===== src/rtl/lpc_pkg.sv =====
package lpc_pkg;

    localparam int ADDR_W = 32;
    localparam int WORD_W = 32;

    typedef logic [ADDR_W-1:0] addr_t;
    typedef logic [WORD_W-1:0] word_t;

    typedef enum logic [2:0] {
        ERR_NONE     = 3'd0,
        ERR_TIMEOUT  = 3'd1,
        ERR_TABORT   = 3'd2,
        ERR_RETRY    = 3'd3,
        ERR_PARITY   = 3'd4,
        ERR_NOMASTER = 3'd5
    } err_code_e;

    typedef enum logic [1:0] {
        ST_IDLE,
        ST_REQ,
        ST_DATA
    } ctl_state_e;

    typedef struct packed {
        word_t     data;
        err_code_e code;
    } pf_entry_t;

    function automatic addr_t low_mask(input logic [4:0] bits);
        return (addr_t'(1) << bits) - addr_t'(1);
    endfunction

endpackage


===== src/rtl/lpc_win_decode.sv =====
module lpc_win_decode
    import lpc_pkg::*;
(
    input  addr_t      addr,
    input  addr_t      base,
    input  logic [4:0] bits,
    input  addr_t      map,
    input  logic       is_io,
    input  logic       pf_en,
    output logic       hit,
    output logic       line_rd,
    output addr_t      pci_addr
);
    addr_t mask;

    always_comb begin
        mask     = low_mask(bits);
        hit      = ((addr ^ base) & ~mask) == '0;
        line_rd  = hit && !is_io && pf_en;
        pci_addr = (map & ~mask) | (addr & mask);
    end
endmodule


===== src/rtl/lpc_burst_size.sv =====
module lpc_burst_size
    import lpc_pkg::*;
#(
    parameter int MAX_BURST = 8,
    localparam int LW = $clog2(MAX_BURST + 1)
) (
    input  addr_t         pci_addr,
    input  logic [2:0]    line_log2,
    input  logic          is_line,
    output logic [LW-1:0] len
);
    logic [7:0] line_words;
    logic [7:0] word_off;
    logic [7:0] left;

    always_comb begin
        line_words = 8'd1 << line_log2;
        word_off   = pci_addr[9:2] & (line_words - 8'd1);
        left       = line_words - word_off;
        if (!is_line)
            len = LW'(1);
        else if (left > 8'(MAX_BURST))
            len = LW'(MAX_BURST);
        else
            len = LW'(left);
    end
endmodule


===== src/rtl/lpc_pf_fifo.sv =====
module lpc_pf_fifo
    import lpc_pkg::*;
#(
    parameter int DEPTH = 8,
    localparam int PW = (DEPTH > 1) ? $clog2(DEPTH) : 1,
    localparam int CW = $clog2(DEPTH + 1)
) (
    input  logic          clk,
    input  logic          rst,
    input  logic          flush,
    input  logic          push,
    input  pf_entry_t     push_entry,
    input  logic          pop,
    output pf_entry_t     front,
    output logic [CW-1:0] count
);
    pf_entry_t     mem [DEPTH];
    logic [PW-1:0] wr_ptr;
    logic [PW-1:0] rd_ptr;

    for (genvar g = 0; g < DEPTH; g++) begin : g_slot
        always_ff @(posedge clk) begin
            if (push && !flush && wr_ptr == PW'(g))
                mem[g] <= push_entry;
        end
    end

    always_ff @(posedge clk) begin
        if (rst || flush) begin
            wr_ptr <= '0;
            rd_ptr <= '0;
            count  <= '0;
        end else begin
            if (push)
                wr_ptr <= (wr_ptr == PW'(DEPTH - 1)) ? '0 : wr_ptr + PW'(1);
            if (pop)
                rd_ptr <= (rd_ptr == PW'(DEPTH - 1)) ? '0 : rd_ptr + PW'(1);
            count <= count + CW'(push) - CW'(pop);
        end
    end

    assign front = mem[rd_ptr];
endmodule


===== src/rtl/line_prefetch_ctrl.sv =====
module line_prefetch_ctrl
    import lpc_pkg::*;
#(
    parameter int FIFO_DEPTH = 8,
    parameter int MAX_BURST  = 8,
    localparam int LW = $clog2(MAX_BURST + 1),
    localparam int QW = $clog2(FIFO_DEPTH + 1)
) (
    input  logic          clk,
    input  logic          rst,
    input  logic [31:0]   cfg_win_base,
    input  logic [4:0]    cfg_win_bits,
    input  logic [31:0]   cfg_win_map,
    input  logic          cfg_win_io,
    input  logic          cfg_win_pf_en,
    input  logic [2:0]    cfg_line_log2,
    input  logic          lb_req,
    input  logic          lb_we,
    input  logic [31:0]   lb_addr,
    output logic          lb_busy,
    output logic          lb_rvalid,
    output logic [31:0]   lb_rdata,
    output logic          lb_rerr,
    output logic [2:0]    lb_rcode,
    output logic          bx_req,
    output logic [31:0]   bx_addr,
    output logic [LW-1:0] bx_len,
    input  logic          bx_ack,
    input  logic          bx_dvalid,
    input  logic [31:0]   bx_data,
    input  logic [2:0]    bx_code
);
    ctl_state_e    state;
    logic          win_hit;
    logic          win_line;
    addr_t         win_pci;
    logic [LW-1:0] size_len;
    logic [QW-1:0] q_count;
    pf_entry_t     q_front;
    logic          q_flush;
    logic          q_push;
    logic          q_pop;
    pf_entry_t     q_in;
    addr_t         head_addr;
    addr_t         addr_q;
    logic [LW-1:0] len_q;
    logic [LW-1:0] beat_cnt;
    logic          line_q;
    logic          drop_q;
    logic          rd_acc;
    logic          q_hit;
    logic          first_beat;

    lpc_win_decode u_dec (
        .addr     (lb_addr),
        .base     (cfg_win_base),
        .bits     (cfg_win_bits),
        .map      (cfg_win_map),
        .is_io    (cfg_win_io),
        .pf_en    (cfg_win_pf_en),
        .hit      (win_hit),
        .line_rd  (win_line),
        .pci_addr (win_pci)
    );

    lpc_burst_size #(.MAX_BURST(MAX_BURST)) u_size (
        .pci_addr  (win_pci),
        .line_log2 (cfg_line_log2),
        .is_line   (win_line),
        .len       (size_len)
    );

    lpc_pf_fifo #(.DEPTH(FIFO_DEPTH)) u_fifo (
        .clk        (clk),
        .rst        (rst),
        .flush      (q_flush),
        .push       (q_push),
        .push_entry (q_in),
        .pop        (q_pop),
        .front      (q_front),
        .count      (q_count)
    );

    // Request decode in the idle state.
    always_comb begin
        rd_acc     = (state == ST_IDLE) && lb_req && !lb_we && win_hit;
        q_hit      = win_line && (q_count != '0) && (lb_addr == head_addr);
        first_beat = (state == ST_DATA) && bx_dvalid && (beat_cnt == '0);
        q_pop      = rd_acc && q_hit && (q_front.code == ERR_NONE);
        q_flush    = ((state == ST_IDLE) && lb_req && lb_we && win_hit)
                   || (rd_acc && win_line && !q_hit)
                   || (rd_acc && q_hit && (q_front.code != ERR_NONE));
        q_push     = (state == ST_DATA) && bx_dvalid && (beat_cnt != '0)
                   && line_q && !drop_q;
        q_in.data  = bx_data;
        q_in.code  = err_code_e'(bx_code);
    end

    always_ff @(posedge clk) begin
        if (rst) begin
            state     <= ST_IDLE;
            head_addr <= '0;
            addr_q    <= '0;
            len_q     <= '0;
            beat_cnt  <= '0;
            line_q    <= 1'b0;
            drop_q    <= 1'b0;
            lb_rvalid <= 1'b0;
            lb_rdata  <= '0;
            lb_rerr   <= 1'b0;
            lb_rcode  <= '0;
        end else begin
            lb_rvalid <= 1'b0;
            unique case (state)
                ST_IDLE: begin
                    if (rd_acc && q_hit) begin
                        lb_rvalid <= 1'b1;
                        lb_rdata  <= q_front.data;
                        lb_rerr   <= q_front.code != ERR_NONE;
                        lb_rcode  <= q_front.code;
                        head_addr <= head_addr + addr_t'(4);
                    end else if (rd_acc) begin
                        addr_q <= win_pci;
                        len_q  <= size_len;
                        line_q <= win_line;
                        if (win_line)
                            head_addr <= lb_addr + addr_t'(4);
                        state <= ST_REQ;
                    end
                end
                ST_REQ: begin
                    if (bx_ack) begin
                        beat_cnt <= '0;
                        drop_q   <= 1'b0;
                        state    <= ST_DATA;
                    end
                end
                ST_DATA: begin
                    if (bx_dvalid) begin
                        if (first_beat) begin
                            lb_rvalid <= 1'b1;
                            lb_rdata  <= bx_data;
                            lb_rerr   <= bx_code != 3'(ERR_NONE);
                            lb_rcode  <= bx_code;
                            drop_q    <= bx_code != 3'(ERR_NONE);
                        end
                        beat_cnt <= beat_cnt + LW'(1);
                        if (beat_cnt == len_q - LW'(1))
                            state <= ST_IDLE;
                    end
                end
                default: state <= ST_IDLE;
            endcase
        end
    end

    assign lb_busy = state != ST_IDLE;
    assign bx_req  = state == ST_REQ;
    assign bx_addr = addr_q;
    assign bx_len  = len_q;
endmodule


===== config.mk =====
export PLATFORM = sky130hd
export DESIGN_NAME = line_prefetch_ctrl
export DESIGN_NICKNAME = d
export VERILOG_FILES = /design/src/rtl/lpc_pkg.sv /design/src/rtl/lpc_win_decode.sv /design/src/rtl/lpc_burst_size.sv /design/src/rtl/lpc_pf_fifo.sv /design/src/rtl/line_prefetch_ctrl.sv
export SDC_FILE = /design/constraint.sdc
export NUM_CORES = 1
export LEC_CHECK = 0
export ABC_AREA = 1
export CAP_MARGIN = 30
export CELL_PAD_IN_SITES_DETAIL_PLACEMENT = 1
export CELL_PAD_IN_SITES_GLOBAL_PLACEMENT = 1
export CORE_ASPECT_RATIO = 1.25
export CORE_MARGIN = 2
export CORE_UTILIZATION = 40
export CTS_BUF_LIST = sky130_fd_sc_hd__clkbuf_4 sky130_fd_sc_hd__clkbuf_8 sky130_fd_sc_hd__clkbuf_16
export CTS_CLUSTER_DIAMETER = 200
export CTS_CLUSTER_SIZE = 20
export DETAILED_ROUTE_END_ITERATION = 16
export PLACE_DENSITY_LB_ADDON = 0.1
export RECOVER_POWER = 50
export REMOVE_ABC_BUFFERS = 1
export SYNTH_ARGS = -nofsm -noshare
export SYNTH_HDL_FRONTEND = slang
export SYNTH_SLANG_ARGS = --single-unit

===== constraint.sdc =====
create_clock -name clk -period 9.45 [get_ports clk]
set_input_delay 1.89 -clock clk [delete_from_list [all_inputs] [get_ports clk]]
set_output_delay 1.89 -clock clk [all_outputs]
set_load 0.02 [all_outputs]

After elaboration in Yosys (flattened, before gate mapping)
Memories as Yosys holds them, arrays and structs flattened. A register that Yosys moved wholly into a read port is not among the register bits. Index checks and enable logic that the tools add are counted.

$lt $le $gt $ge: 1. Add/subtract/negate cells: 11. Shifts and indexed selects: 2. Reductions and logical operators: 63. Bitwise gates (word level): 8. Equality and inequality tests: 19. Mux-type cells: 73.

Operators with widths (count): $mux 35 (7); $reduce_or 35->1 (7); $mux 32 (6); $and 32x32->32 (3); $add 32x3->32 const B (2); $pmux 32 s2 (1); $mux 3 (14); $eq 32x32->1 (1); $logic_not 32->1 (1); $not 32->32 (1); $or 32x32->32 (1); $shl 1x5->32 const A (1); $sub 32x1->32 const B (1); $xor 32x32->32 (1); $mux 1 (30); $logic_and 1x1->1 (28); $mux 4 (4); $eq 3x3->1 const B (5); $mux 2 (5); $ne 2x2->1 const B (5); $reduce_bool 2->1 (5); $reduce_and 3->1 (3); $and 8x8->8 (1); $gt 8x4->1 const B (1); other kinds (28) (43).

Memories: 1. Register bits after elaboration: 123. Logic and storage cells: 192. Output and inout port bits: 75. RAM bits: 280. Bits of input ports: 147.

Memory list: u_fifo.mem (depth 8, bits a word 35, rd ports 1, clocked after Yosys merged registers in 1, write ports 1, RTL line lpc_pf_fifo.sv:17) `pf_entry_t mem [DEPTH];`.

Longest topological paths before layout
Depth in word-level cells: 26. Gate-level depth with buffers: 30. Mapped depth without buffers: 27.

Hierarchy
Synthesis repeated with hierarchy kept, for this count alone.

Cells, all modules: 2735. Area, all modules: 21921.0 µm².

Modules (own cells, without submodules): lpc_pf_fifo (area an instance 12934.9 µm², cells each 1299, instances 1, seq. area each 8668.3 µm²); line_prefetch_ctrl (area an instance 6258.5 µm², cells each 947, instances 1, seq. area each 2262.2 µm²); lpc_win_decode (area an instance 2184.6 µm², cells each 384, instances 1, seq. area each 0.0 µm²); lpc_burst_size (area an instance 543.0 µm², cells each 105, instances 1, seq. area each 0.0 µm²).

Least setup slack after synthesis
OpenSTA, ideal clock, no wires.

Path type: in2reg. Start point: input port bx_dvalid. End point: memory u_fifo.mem[0][0] in the netlist's numbering, enable pin. Setup time: 471 ps. Stages on the path: 6. Data arrival time: 5401 ps. Path buffers: 0. Required time: 8979 ps. Slack: 3579 ps. Cell sequence: inv_1 nor2_1 inv_1 nor4_1 inv_1 nor3_1.

Word-level cells in the longest chain between the ends: 16. Elaborated cells on any way between the ends: 50. Classes of those cells: mux: 30; reduce/logical: 20.

Ends and longest elaborated chain: start, declared (RTL line line_prefetch_ctrl.sv:29) `input logic bx_dvalid,`; $logic_and 1x1->1 (*) (2 in series) (RTL line line_prefetch_ctrl.sv:93) `q_push = (state == ST_DATA) && bx_dvalid && (beat_cnt != '0)`; $logic_and 1x1->1 (*) (2 in series) (RTL line line_prefetch_ctrl.sv:94) `&& line_q && !drop_q;`; net q_push (RTL line line_prefetch_ctrl.sv:41) `logic q_push;`; $logic_and 1x1->1 (*) (RTL line lpc_pf_fifo.sv:23) `if (push && !flush && wr_ptr == PW'(g))`; $logic_and 1x1->1 (RTL line lpc_pf_fifo.sv:23); $mux 1 (RTL line lpc_pf_fifo.sv:23); $mux 1 (implied by the code) (RTL line lpc_pf_fifo.sv:24) `mem[g] <= push_entry;`; $reduce_or 35->1 (no source line); $mux 3 (no source line) or $mux 1 (tied branches) (7 in series); end, declared (RTL line lpc_pf_fifo.sv:17).

Mark *: on every way through the listed nets, which the timed path passes. The rest lies on a longest branch.

Worst setup path after layout
Start point: input port cfg_win_bits[3]. End point: register len_q[0], in the netlist bx_len[0].

Word-level cells in the longest chain between the ends: 12. Elaborated cells on any way between the ends: 21. Classes of those cells: add/sub: 2; order compare: 1; shift: 1; mux: 2; bitwise: 7; reduce/logical: 8.

Ends and longest elaborated chain: start, declared (RTL line line_prefetch_ctrl.sv:12) `input logic [4:0] cfg_win_bits,`; $shl 1x5->32 (*) (RTL line lpc_pkg.sv:30) `return (addr_t'(1) << bits) - addr_t'(1);`; $sub 32x1->32 (*) (RTL line lpc_pkg.sv:30); parallel branches: the longest is 10 deep, another holds $sub 8x8->8; end signal, assigned (RTL line line_prefetch_ctrl.sv:124) `len_q <= size_len;`; end, declared (RTL line line_prefetch_ctrl.sv:46) `logic [LW-1:0] len_q;`.

Mark *: on every way between the ends. A chain may end at the register's enable or synchronous reset.

==> reports/metrics.cfg <==
[floorplan]
core_area_um2=48400
num_rows=90
dieArea_um2=50900
die_height_um=252
pin_count=222
start_util_pct=40.5
dieWidth_um=202

[global_route]
grt-ovfl-total=0
antenna_found_initial=2
grt_pass1_wl_um=94800
grt_usage_pct=23.7
grt_use_met2_pct=44.0
gr-max-usage-layer=met2
grt_pass1_vias=17000
met3_usage_pct=2.84
grt_max_degree=104
grt.met1_usage_pct=28.4

[clock_network]
hold_buffers=0
worstSkewPairLatency_ns=0.57
clkSlewWorstSetupHoldPaths_ns=0.09
cts-root-buf=clkbuf_16
clockBufferDepth=3
cts_max_level=1
postCtsSetupBuffers=0
cts_tree=done
cts_resized=0
cts_buffers=24
clkSinkCount=406

[layout]
nets=2505
diodes=0
stdcell_count=2998
drive_above_1_share_pct=5.48
area_delta_synth_final_pct=18.0
fillCellCount=5598

[timing]
setup_violations=0
max_freq_mhz=144
fin_tns_setup_ns=0
clock_skew_ns=0.0218
drv_slew=30
finalHoldViolations=0
fin_crit_sh_pct=73.6
min_period_ns=6.96
relSlewSlack_pct=-14.2
worst_pin_slew_ns=1.71
rsz0062_at_grt=false

[worst_setup_path]
worst-path-buf-inv=4
path_max_fanout=37
worstPathRequired_ns=9.95
r2r_slack_ns=5.22
cp-end-kind=register
crit_family=simple AND/OR/NAND/NOR gates
crit_chain=clkdlybuf4s50_1 > inv_2 > nand4_1 > ha_1 > nand2_1 > nor2_1 > nand2_1 > inv_2 > nand3b_1 > nand3_1 > nand2_1 > nor2_1 > nand3_1 > nor2_4 > nand2_2 > nor2_8 > nand2_2 > inv_2 > o21ai_0 > nor2_1
cp-start-kind=input pin
critPathLaunch=cfg_win_bits[3]
arrival_ns=7.45
slowest_stage=clkdlybuf4s50_1
cpPeakStageDelay_ns=1.10
reg2reg_from=state[1]
path_class=input pin to register

[yosys]
synth_compound_area_share_pct=10.3
avgSynthCellArea_um2=8.97
syn_area_um2=19600
synth_top_family_by_area=simple AND/OR/NAND/NOR gates
synth-edff-count=280
ys_types=45
yosys.area_share.adder_pct=1.42
synth_largest_area_cell=edfxtp_1
yosysSeqAreaShare_pct=55.7
synth.area.top_cells=edfxtp_1, dfxtp_1, nor2_1, nand2_1, o21ai_0
ys_ff_latch=406
async_flop_share_pct=0
synthMuxAreaShare_pct=0.383
synthSimpleGateAreaFrac_pct=23.6
synth-main-ff-cell=edfxtp_1
netlist_top_cells_count=nor2_1, nand2_1, edfxtp_1, o21ai_0, nand3_1
synth_cells=2187
yosysMostFrequentCell=nor2_1
synth_xor_area_share_pct=3.30
synth_top_area_share_pct=42.8
synth_warnings=0

[detailed_routing]
drtIter0Drc=692
via_count=16300
avgViaCountPerCell=5.43
drt-total-wl_um=61700
ant_nets=0
drtPass1Iterations=5
drt-wirelength-per-cell_um=20.6
remaining_drc_errors=0

[worst_hold_path]
hp-class=register to register
hp-start=bx_addr[19]

[placement]
place.detailed.hpwl_um=40800
gp_congestion=0.873
place_inst=2951
port_buffers=221

[power]
ir_drop_v=0.000159
p_per_area_nw_per_um2=143
p_leak_nw=8.88

[run_status]
violations=max-capacitance violations, max-slew violations
status=finished, violations left

[job]
maxCapViolations=2

==> layer usage <==
metal  vias up  share of wire, %
met5         -                 0
met3       105               4.1
met4         0               3.1
met1      8017                41
met2       354                52
li1       7795                 -
==> through the flow <==
step | area, um^2 | util [%] | worst slack, ns | hold WS (ns) | power [mW]
final | 23200 | 47.8 | 2.49 | 0.481 | 3.32
after global routing | 23200 | 47.8 | 2.06 | 0.498 | 3.43
after CTS | 23100 | 47.7 | 2.47 | 0.490 | 3.35
after detailed placement | 22300 | 46.1 | 1.86 | 0.471 | 2.21
after global placement | 22300 | 46.1 | 2.10 | 0.452 | 2.21
after floorplan | 19100 | - | 2.45 | 0.435 | 2.06
==> power by group <==
group          switching (mW)  total [mW]  internal, mW
Sequential          0.0000300        1.89          1.89
Combinational           0.168       0.277         0.109
Clock                   0.594        1.14         0.551
Total                   0.762        3.32          2.55
==> cells in the final DEF, fill, tap and decap left out, types with 3 or more instances in the layout <==
cell / count
inv_1: 124
buf_16: 3
nor4b_1: 3
clkbuf_4: 17
nor2_2: 3
nand3b_1: 6
nand3_1: 129
xor2_1: 62
a31o_2: 5
dfxtp_1: 123
or2_1: 3
nand4_2: 3
nor3_1: 26
o21ai_1: 10
xnor2_1: 12
edfxtp_1: 280
mux2_2: 4
or2_2: 24
nor2_1: 437
o21ai_0: 187
a21oi_1: 65
clkbuf_16: 25
nor4_1: 10
a31oi_1: 3
nand2_1: 359
dlygate4sd3_1: 109
o221ai_1: 3
o32ai_1: 67
nand4_1: 61
ha_1: 19
clkdlybuf4s50_1: 112
nor2_4: 3
mux2i_1: 3
inv_2: 10
nor3_2: 4
buf_4: 15
==> registers in the layout (all words and copies together) (netlist names), named ones only <==
name	flops
bx_addr	32
lb_rcode	3
lb_rerr	1
u_fifo.wr_ptr	3
lb_rvalid	1
lb_rdata	32
u_fifo.mem	280
head_addr	32
u_fifo.count	4
drop_q	1
u_fifo.rd_ptr	3
bx_len	4
line_q	1
state	2
beat_cnt	4
==> cells by family (layout without fill, tap and decap cells) <==
kind of cell	after synthesis	count (layout)
AOI/OAI and AO/OA	345	345
xor gates and xnor gates	74	74
adders and majority gates	21	21
buffers and inverters	253	420
DFF	406	406
muxes	7	7
and+or+nand+nor	1081	1081
==> layout make-up <==
class | count | area (um^2) | area share [%]
flip-flops and latches | 406 | 10900 | 47.3
inverters | 136 | 514 | 2.22
repair buffers | 241 | 2430 | 10.5
clock buffers | 42 | 753 | 3.25
well taps | 644 | 806 | 3.48
multi-input cells | 1528 | 7700 | 33.2
clock inverters | 1 | 16.3 | 0.0703
==> final timing paths <==
check                            to  cells past startpoint
hold reg to reg         bx_addr[19]                      2
setup / recovery          bx_len[0]                     20
setup reg to reg  u_fifo.mem[5][34]                     10
hold / removal          bx_addr[19]                      2
==> worst min-delay path: stages (launching register included) <==
cell and delay (ns):
dfxtp_1 0.33, nor2_1 0.04, nor2_1 0.08
Power figures use the tool's default switching activity.
